`src/rtl/i2c_cmd_pkg.sv`:
```
package i2c_cmd_pkg;

  typedef enum logic [1:0] {
    CMD_START = 2'd0,
    CMD_WRITE = 2'd1,
    CMD_READ  = 2'd2,
    CMD_STOP  = 2'd3
  } i2c_cmd_e;

  typedef enum logic [1:0] {
    ST_IDLE = 2'd0,
    ST_RUN  = 2'd1,
    ST_WAIT = 2'd2
  } seq_state_e;

  // Open-drain: a data bit of 0 needs the pull-down enabled.
  function automatic logic pull_for(input logic bit_val);
    return ~bit_val;
  endfunction

  // True when the bit index has reached the last bit of a byte.
  function automatic logic final_bit(input logic [2:0] idx);
    return idx == 3'd0;
  endfunction

endpackage

```
`src/rtl/i2c_qtr_timer.sv`:
```
module i2c_qtr_timer #(
  parameter int QTR = 4
) (
  input  logic clk,
  input  logic rst_n,
  input  logic run,
  input  logic stall,
  output logic expire
);
  localparam int CW = (QTR > 1) ? $clog2(QTR) : 1;
  localparam logic [CW-1:0] LAST = CW'(QTR - 1);

  logic [CW-1:0] cnt;

  assign expire = run && !stall && (cnt == LAST);

  always_ff @(posedge clk or negedge rst_n) begin
    if (!rst_n) begin
      cnt <= '0;
    end else if (!run || stall || expire) begin
      cnt <= '0;
    end else begin
      cnt <= cnt + 1'b1;
    end
  end
endmodule

```
`src/rtl/i2c_pin_sync.sv`:
```
module i2c_pin_sync #(
  parameter int N      = 2,
  parameter int STAGES = 2
) (
  input  logic         clk,
  input  logic         rst_n,
  input  logic [N-1:0] din,
  output logic [N-1:0] dout
);
  for (genvar g = 0; g < N; g++) begin : g_line
    logic [STAGES-1:0] chain;
    always_ff @(posedge clk or negedge rst_n) begin
      if (!rst_n) chain <= '1;
      else        chain <= {chain[STAGES-2:0], din[g]};
    end
    assign dout[g] = chain[STAGES-1];
  end
endmodule

```
`src/rtl/i2c_cmd_master.sv`:
```
module i2c_cmd_master
  import i2c_cmd_pkg::*;
#(
  parameter int QTR         = 4,
  parameter int CLR_PULSES  = 9,
  parameter int SYNC_STAGES = 2
) (
  input  logic       clk,
  input  logic       rst_n,
  input  logic       cmd_valid,
  input  logic [1:0] cmd,
  input  logic [7:0] wr_data,
  output logic       busy,
  output logic       done,
  output logic       nack,
  output logic       bus_error,
  output logic [7:0] rd_data,
  input  logic       scl_i,
  input  logic       sda_i,
  output logic       scl_oe,
  output logic       sda_oe
);
  localparam int CLR_W = $clog2(CLR_PULSES + 1);
  localparam logic [CLR_W-1:0] CLR_LAST = CLR_W'(CLR_PULSES);

  seq_state_e       state;
  i2c_cmd_e         op;
  logic [3:0]       step;
  logic [2:0]       bitn;
  logic [CLR_W-1:0] clr_cnt;
  logic [7:0]       shreg;
  logic [1:0]       pins_s;

  // Named internal events, used by the bound checker.
  logic scl_s, sda_s, wait_phase, qtr_exp, scl_stretched, cond_step;

  i2c_pin_sync #(.N(2), .STAGES(SYNC_STAGES)) u_sync (
    .clk(clk), .rst_n(rst_n), .din({scl_i, sda_i}), .dout(pins_s)
  );
  assign scl_s = pins_s[1];
  assign sda_s = pins_s[0];

  assign wait_phase    = (state == ST_WAIT);
  assign scl_stretched = !scl_oe && !scl_s;

  i2c_qtr_timer #(.QTR(QTR)) u_timer (
    .clk(clk), .rst_n(rst_n), .run(wait_phase), .stall(scl_stretched),
    .expire(qtr_exp)
  );

  assign cond_step = (state == ST_RUN) &&
                     (((op == CMD_START) && (step == 4'd1) && sda_s) ||
                      ((op == CMD_STOP)  && (step == 4'd5)));

  always_ff @(posedge clk or negedge rst_n) begin
    if (!rst_n) begin
      state     <= ST_IDLE;
      op        <= CMD_START;
      step      <= '0;
      bitn      <= '0;
      clr_cnt   <= '0;
      shreg     <= '0;
      scl_oe    <= 1'b0;
      sda_oe    <= 1'b0;
      busy      <= 1'b0;
      done      <= 1'b0;
      nack      <= 1'b0;
      bus_error <= 1'b0;
      rd_data   <= '0;
    end else begin
      done <= 1'b0;
      case (state)
        ST_IDLE: begin
          if (cmd_valid) begin
            op      <= i2c_cmd_e'(cmd);
            step    <= 4'd0;
            bitn    <= 3'd7;
            clr_cnt <= '0;
            shreg   <= wr_data;
            busy    <= 1'b1;
            state   <= ST_RUN;
            if (cmd == CMD_START) bus_error <= 1'b0;
            if (cmd == CMD_WRITE) nack      <= 1'b0;
          end
        end
        ST_WAIT: begin
          if (qtr_exp) state <= ST_RUN;
        end
        default: begin
          state <= ST_WAIT;
          case (op)
            CMD_START: begin
              case (step)
                4'd0: begin scl_oe <= 1'b0; sda_oe <= 1'b0; step <= 4'd1; end
                4'd1: begin
                  if (sda_s) begin
                    sda_oe <= 1'b1; step <= 4'd3;
                  end else if (clr_cnt == CLR_LAST) begin
                    bus_error <= 1'b1; busy <= 1'b0; done <= 1'b1; state <= ST_IDLE;
                  end else begin
                    scl_oe <= 1'b1; clr_cnt <= clr_cnt + 1'b1; step <= 4'd2;
                  end
                end
                4'd2: begin scl_oe <= 1'b0; step <= 4'd1; end
                4'd3: begin scl_oe <= 1'b1; step <= 4'd4; end
                default: begin busy <= 1'b0; done <= 1'b1; state <= ST_IDLE; end
              endcase
            end
            CMD_WRITE: begin
              case (step)
                4'd0: begin scl_oe <= 1'b1; step <= 4'd1; end
                4'd1: begin sda_oe <= pull_for(shreg[7]); step <= 4'd2; end
                4'd2: begin scl_oe <= 1'b0; step <= 4'd3; end
                4'd3: begin
                  shreg <= {shreg[6:0], 1'b0};
                  state <= ST_RUN;
                  if (final_bit(bitn)) step <= 4'd4;
                  else begin bitn <= bitn - 3'd1; step <= 4'd0; end
                end
                4'd4: begin scl_oe <= 1'b1; step <= 4'd5; end
                4'd5: begin sda_oe <= 1'b0; step <= 4'd6; end
                4'd6: begin scl_oe <= 1'b0; step <= 4'd7; end
                default: begin
                  nack <= sda_s; busy <= 1'b0; done <= 1'b1; state <= ST_IDLE;
                end
              endcase
            end
            CMD_READ: begin
              case (step)
                4'd0: begin
                  if (scl_oe) begin sda_oe <= 1'b1; step <= 4'd1; end
                  else        begin scl_oe <= 1'b1; step <= 4'd3; end
                end
                4'd1: begin scl_oe <= 1'b0; step <= 4'd2; end
                4'd2: begin scl_oe <= 1'b1; step <= 4'd3; end
                4'd3: begin sda_oe <= 1'b0; step <= 4'd4; end
                4'd4: begin scl_oe <= 1'b0; step <= 4'd5; end
                4'd5: begin
                  shreg  <= {shreg[6:0], sda_s};
                  scl_oe <= 1'b1;
                  if (final_bit(bitn)) step <= 4'd6;
                  else begin bitn <= bitn - 3'd1; step <= 4'd4; end
                end
                default: begin
                  rd_data <= shreg; busy <= 1'b0; done <= 1'b1; state <= ST_IDLE;
                end
              endcase
            end
            default: begin
              case (step)
                4'd0: begin sda_oe <= 1'b0; step <= 4'd1; end
                4'd1: begin scl_oe <= 1'b0; step <= 4'd2; end
                4'd2: begin scl_oe <= 1'b1; step <= 4'd3; end
                4'd3: begin sda_oe <= 1'b1; step <= 4'd4; end
                4'd4: begin scl_oe <= 1'b0; step <= 4'd5; end
                4'd5: begin sda_oe <= 1'b0; step <= 4'd6; end
                default: begin busy <= 1'b0; done <= 1'b1; state <= ST_IDLE; end
              endcase
            end
          endcase
        end
      endcase
    end
  end
endmodule

```
`config.mk`:
```
export PLATFORM = sky130hd
export DESIGN_NAME = i2c_cmd_master
export DESIGN_NICKNAME = d
export VERILOG_FILES = /design/src/rtl/i2c_cmd_pkg.sv /design/src/rtl/i2c_qtr_timer.sv /design/src/rtl/i2c_pin_sync.sv /design/src/rtl/i2c_cmd_master.sv
export SDC_FILE = /design/constraint.sdc
export NUM_CORES = 1
export LEC_CHECK = 0
export BUFFER_PORTS_ARGS = -buffer_cell sky130_fd_sc_hd__buf_2
export CORE_ASPECT_RATIO = 0.8
export CORE_UTILIZATION = 30
export DETAILED_ROUTE_END_ITERATION = 7
export MAX_ROUTING_LAYER = met4
export PLACE_DENSITY_LB_ADDON = 0.15
export SYNTH_ARGS = -nofsm -noshare
export SYNTH_HDL_FRONTEND = slang
export SYNTH_SLANG_ARGS = --single-unit
```
`constraint.sdc`:
```
create_clock -name clk -period 2 [get_ports clk]
set_input_delay 0.6 -clock clk [delete_from_list [all_inputs] [get_ports clk]]
set_output_delay 0.6 -clock clk [all_outputs]
set_load 0.1 [all_outputs]
```
# After elaboration in Yosys (flattened, before gate mapping)
# Cells that the tools add are included.
# classes
muxes	79
n_eq_ne	40
bitwise_logic	4
n_shift	0
reduce_logical	44
order_cmp	0
div	0
add_sub_neg	3
n_mul	0
# op_table
cell	n
one-hot mux 4 bit (6 select lines)	2
AND reduction 7 bit	5
one-hot mux 8 bit (2 select lines)	2
2-to-1 mux 4 bit	7
one-hot mux 1 bit (2 select lines)	14
one-hot mux 4 bit (7 select lines)	1
2-to-1 mux 1 bit	24
2-to-1 mux 8 bit	3
one-hot mux 4 bit (3 select lines)	2
!= test 3 bit, second input constant	7
2-to-1 mux 2 bit	8
one-hot mux 2 bit (2 select lines)	4
one-hot mux 4 bit (2 select lines)	2
2-to-1 mux 3 bit	5
!= test 3 x 2 -> 1 bit, second input constant	5
== test 4 x 3 -> 1 bit, second input constant	3
one-hot mux 3 bit (2 select lines)	2
OR reduction 2 bit	6
OR reduction 6 bit	2
!= test 2 bit, second input constant	5
AND reduction 5 bit	2
nonzero test 5 bit	2
!= test 9 x 7 -> 1 bit, second input constant	1
one-hot mux 1 bit (3 select lines)	3
31 further kinds	53
# word_totals
ram_bits	0
in_bits	15
wordCells	186
regBits	43
latch_bits	0
romBits	0
memories	0

# Logic depth before layout (Yosys ltp)
# logic_depth
depth_word	7
depth_mapped	9

# Modules after synthesis
# A second synthesis with hierarchy kept.
# hier_totals
hier_cells	260
area_unflattened_um2	2600.0
# by_module_without_submodules
mod	area_per_inst_um2	cells_per_inst	instances
i2c_cmd_master	2381.0	248	1
i2c_pin_sync	120.1	6	1
i2c_qtr_timer	98.8	6	1

# Worst setup path before layout
# OpenSTA, ideal clock, no wires.
# synth_timing
path_type	register to register
start	reg scl_oe
end	reg step[1]
path_slack_ps	-6
period_less_slack_ps	2006
required_ps	1878
setup_ps	122
stages_incl_launch_ff	5
arrival_time_ps	1885
cell_sequence	dfrtp_1 -> a21oi_1 -> a22o_1 -> a211o_1 -> a32o_1
# synth_between
elab_chain_cells	4
# synth_lines
element	line	source
start: declaration	i2c_cmd_master.sv:20	output logic scl_oe,
start signal: assignment	i2c_cmd_master.sv:63	scl_oe <= 1'b0;
start signal: assignment	i2c_cmd_master.sv:94	4'd0: begin scl_oe <= 1'b0; sda_oe <= 1'b0; step <= 4'd1; end
start signal: assignment	i2c_cmd_master.sv:101	scl_oe <= 1'b1; clr_cnt <= clr_cnt + 1'b1; step <= 4'd2;
2-to-1 mux 2 bit	i2c_cmd_master.sv:131	if (scl_oe) begin sda_oe <= 1'b1; step <= 4'd1; end
one-hot mux 4 bit (6 select lines)	i2c_cmd_master.sv:129	case (step)
one-hot mux 4 bit (3 select lines)	i2c_cmd_master.sv:91	case (op)
one-hot mux 4 bit (2 select lines)	i2c_cmd_master.sv:72	case (state)
end signal: assignment	i2c_cmd_master.sv:94	
end signal: assignment	i2c_cmd_master.sv:131	
end signal: assignment	i2c_cmd_master.sv:132	else begin scl_oe <= 1'b1; step <= 4'd3; end
end: declaration	i2c_cmd_master.sv:28	logic [3:0] step;
# Every way passes these cells. The select of a mux whose other input is x is not followed.
# A chain may end at the register's enable or synchronous reset.

# Worst setup path in the final report
# layout_timing
start	reg op[1]
end	reg step[0]
# layout_between
elab_chain_cells	3
# layout_lines
element	line	source
start: declaration	i2c_cmd_master.sv:27	i2c_cmd_e op;
start signal: assignment	i2c_cmd_master.sv:75	op <= i2c_cmd_e'(cmd);
== test 2 x 1 -> 1 bit, or another cell as far along	i2c_cmd_master.sv:91	
!= test 9 x 7 -> 1 bit (no line), or another cell as far along	n/a	
AND reduction 7 bit (no line) or one-hot mux 4 bit (2 select lines) (tied branches)	n/a	
end signal: assignment	i2c_cmd_master.sv:94	
end signal: assignment	i2c_cmd_master.sv:97	sda_oe <= 1'b1; step <= 4'd3;
end signal: assignment	i2c_cmd_master.sv:101	
# Several ways; a longest one is shown, not always the timed one.

==> impl_metrics.py <==
metrics = {
    "worst_setup_path": {
        "path_class": "register to register",
        "worstPathArrival_ns": 2.13,
        "rr_worst_depth": 9,
        "start_kind": "register",
        "cp-end-kind": "register",
        "crit_required_ns": 2.21,
        "path_max_fanout": 9,
    },
    "yosys": {
        "synthCells": 265,
        "syn_avg_cell_area_sq_um": 9.19,
        "yosysTopAreaCell": "dfrtp_1",
        "yosys_most_used_dff": "dfrtp_1",
        "yosysUniqueCellTypes": 52,
        "synth_area_sq_um": 2440,
        "ys_seq_area_share_pct": 43.3,
        "synthArstFlopShare_pct": 100,
        "synth-seq-cells": 42,
        "synth_area_leaders": "dfrtp_1 39%, a21oi_1 5.3%, ha_1 4.6%",
        "syn_nets": 289,
        "synth-edff-count": 0,
        "yosysWarnings": 0,
        "synth.top_cell.area_share_pct": 39.0,
    },
    "cells_and_area": {
        "seq_area_sq_um": 1060,
        "diodes": 0,
        "drive_above_1_share_pct": 31.3,
        "area_growth_pct": 25.9,
        "final_cell_count_no_fill": 428,
        "nets": 343,
        "fillerInstances": 862,
        "multi_input_area_sq_um": 1320,
    },
    "clock_network": {
        "clock_sinks": 42,
        "clock_path_buffers": 2,
        "htreeDepth": 2,
        "cts_buffers": 5,
        "insertion_delay_ns": 0.29,
        "cts_tree": "built",
        "clk_pin_slew_ns": 0.09,
        "ctsRootBufferMaster": "clkbuf_8",
    },
    "timing": {
        "setup_tns_ns": 0,
        "worst_pin_slew_ns": 0.504,
        "drv_slew": 0,
        "layout_min_cycle_time_ns": 1.92,
        "fin_skew_ns": 0.00880,
        "rsz0062_at_grt": "yes",
        "setup_viol": 0,
        "fin_crit_sh_pct": 95.8,
        "slew_headroom_pct": 66.6,
        "fmaxAchievable_mhz": 522,
        "final_hold_viol_count": 0,
    },
    "power": {
        "p_per_area_nw_per_um2": 1540,
        "clock_power_share_pct": 12.4,
        "swShare_pct": 46.4,
        "p_leak_nw": 1.38,
        "p_sw_mw": 2.19,
        "internal_power_mw": 2.53,
        "power_frac_comb_pct": 59.0,
        "ir_drop_v": 0.000588,
        "seqPwrFrac_pct": 28.6,
    },
    "placed_design": {
        "hpwl_mm": 4.86,
        "dp_cells": 418,
        "numPortBuffers": 28,
        "gp_congestion": 0.800,
    },
    "floorplan": {
        "die_h_um": 82.6,
        "start_util_pct": 30.8,
        "dieArea_sq_um": 8490,
        "io_pins": 29,
        "die_x_um": 103,
        "rows": 29,
        "coreArea_sq_um": 7910,
    },
    "global_routing": {
        "grt_max_degree": 19,
        "grt_overflow": 0,
        "grt_pass1_vias": 1917,
        "antenna_found_initial": 0,
        "track_usage_pct": 16.5,
        "grt_pass1_wl_mm": 10.2,
    },
    "min_path": {
        "hold_class": "primary input to asynchronous set/reset pin",
    },
    "run": {
        "drv_cap": 0,
    },
    "drt": {
        "drt_iter0_markers": 132,
        "antenna_left": 0,
        "viasPerCell": 4.98,
        "wl_per_cell_um": 14.8,
        "wl_mm": 6.32,
        "firstDrtPassIters": 4,
        "vias": 2130,
        "drc": 0,
    },
    "status": {
        "status": "finished clean",
    },
}
==> sequential cells by signal, summed over array words and instances (netlist names), 2 cells and up <==
name	cells
op	2
u_sync.g_line.chain	4
step	3
rd_data	8
state	2
shreg	8
u_timer.cnt	2
clr_cnt	4
bitn	3
==> power by group through the flow <==
| stage | registers [mW] | clock network, mW | logic [mW] |
|---|---|---|---|
| detailed placement | 1.37 | 0 | 2.64 |
| floorplan | 1.68 | 0 | 1.48 |
| finish | 1.35 | 0.584 | 2.79 |
| global placement | 1.37 | 0 | 2.64 |
| global route | 1.40 | 0.634 | 3.06 |
| CTS | 1.35 | 0.600 | 2.68 |
==> routing by layer <==
metal	part of all wire, %	vias to the layer above	track usage, %
met2	41	44	21.7
met3	3.7	2	3.87
li1	-	1050	-
met4	0.38	0	2.54
met1	55	1034	25.3
met5	0	-	-
==> what timing repair did <==
item,in CTS,in global routing
setup buffers,1,1
hold buffers,0,0
setup endpoints to repair,11,13
gates resized for setup,3,15
pin swaps,0,3
==> placed cells by master, fill, tap and decap left out, types with 2 or more instances in the layout <==
cell / count
nor3b_1: 3
a22o_1: 2
and3_1: 3
nand2b_1: 12
a31oi_1: 2
o2111ai_1: 2
clkbuf_8: 6
mux2i_1: 8
nor2b_1: 3
inv_1: 10
or3_1: 2
mux2_2: 9
a21boi_0: 2
inv_2: 2
nand2_1: 21
a21oi_1: 24
xnor2_1: 2
a21boi_1: 2
nor4b_1: 2
nand3_1: 5
a21oi_2: 2
buf_2: 28
o21ai_0: 17
a21o_1: 4
dfstp_2: 4
nor3_1: 7
o211ai_1: 2
buf_4: 33
ha_1: 7
dfrtp_1: 37
o22ai_1: 3
nor2_1: 20
==> layout make-up <==
cell class / instances / share of cell area [%]
Clock buffer: 6 / 2.69
Clock inverter: 2 / 0.408
Inverter: 12 / 1.47
Multi-Input combinational cell: 195 / 42.9
Sequential cell: 42 / 34.5
Tap cell: 108 / 4.40
Timing Repair Buffer: 63 / 13.7
==> worst max-delay path, cell delays in order, from the launching register on <==
cell,delay (ns)
dfrtp_1,0.43
inv_2,0.10
ha_1,0.17
buf_4,0.18
buf_4,0.16
nand2_1,0.08
o31ai_2,0.19
nor3_1,0.06
or3_1,0.31
a21oi_1,0.16
==> worst paths after layout <==
check | slack, ns | endpoint | startpoint
min | 0.22 | rd_data[1] | rst_n
max | 0.08 | step[0] | op[1]
min in group clk | 0.36 | u_sync.g_line[0].chain[1] | u_sync.g_line[0].chain[0]
max in group asynchronous | 1.14 | u_sync.g_line[0].chain[1] | rst_n
max reg2reg | 0.08 | step[0] | op[1]
min reg2reg | 0.36 | u_sync.g_line[0].chain[1] | u_sync.g_line[0].chain[0]
==> cells in the mapped netlist (2+ instances only) <==
cell type	count
dfrtp_1	38
a21oi_1	26
nand2_1	21
nor2_1	20
o21ai_0	19
inv_1	12
nand2b_1	12
ha_1	9
mux2_2	9
mux2i_1	8
buf_2	7
clkbuf_1	7
nor3_1	7
nand3_1	5
a21o_1	4
dfstp_2	4
nor3b_1	4
a21boi_0	3
and3_1	3
nor2b_1	3
o22ai_1	3
a22o_1	2
a31oi_1	2
buf_1	2
nor4b_1	2
nor4bb_1	2
o2111ai_1	2
o211ai_1	2
o31ai_1	2
or3_1	2
xnor2_1	2
==> logic make-up (layout without fill, tap and decap cells) <==
logic type	Yosys count	in the layout	synth area share (%)
flops	42	42	43.3
buf+inv	28	83	4.67
fa+ha+maj	9	9	4.62
compound gates	76	76	19.3
xor+xnor	3	3	1.08
mux	17	17	7.45
simple gates	90	90	19.5
==> per-stage QoR <==
step	area, sq um	hold slack [ns]	util, %	power, mW	setup WS (ns)
finish	3070	0.224	38.8	4.72	0.0845
global route	3070	0.259	38.8	5.09	-0.0168
CTS	3010	0.248	38.1	4.62	0.0156
detailed placement	2900	0.349	36.7	4.01	-0.0390
global placement	2900	0.347	36.7	4.00	-0.0285
floorplan	2440	0.304	-	3.17	0.0893
(Power assumes the default switching activity.)
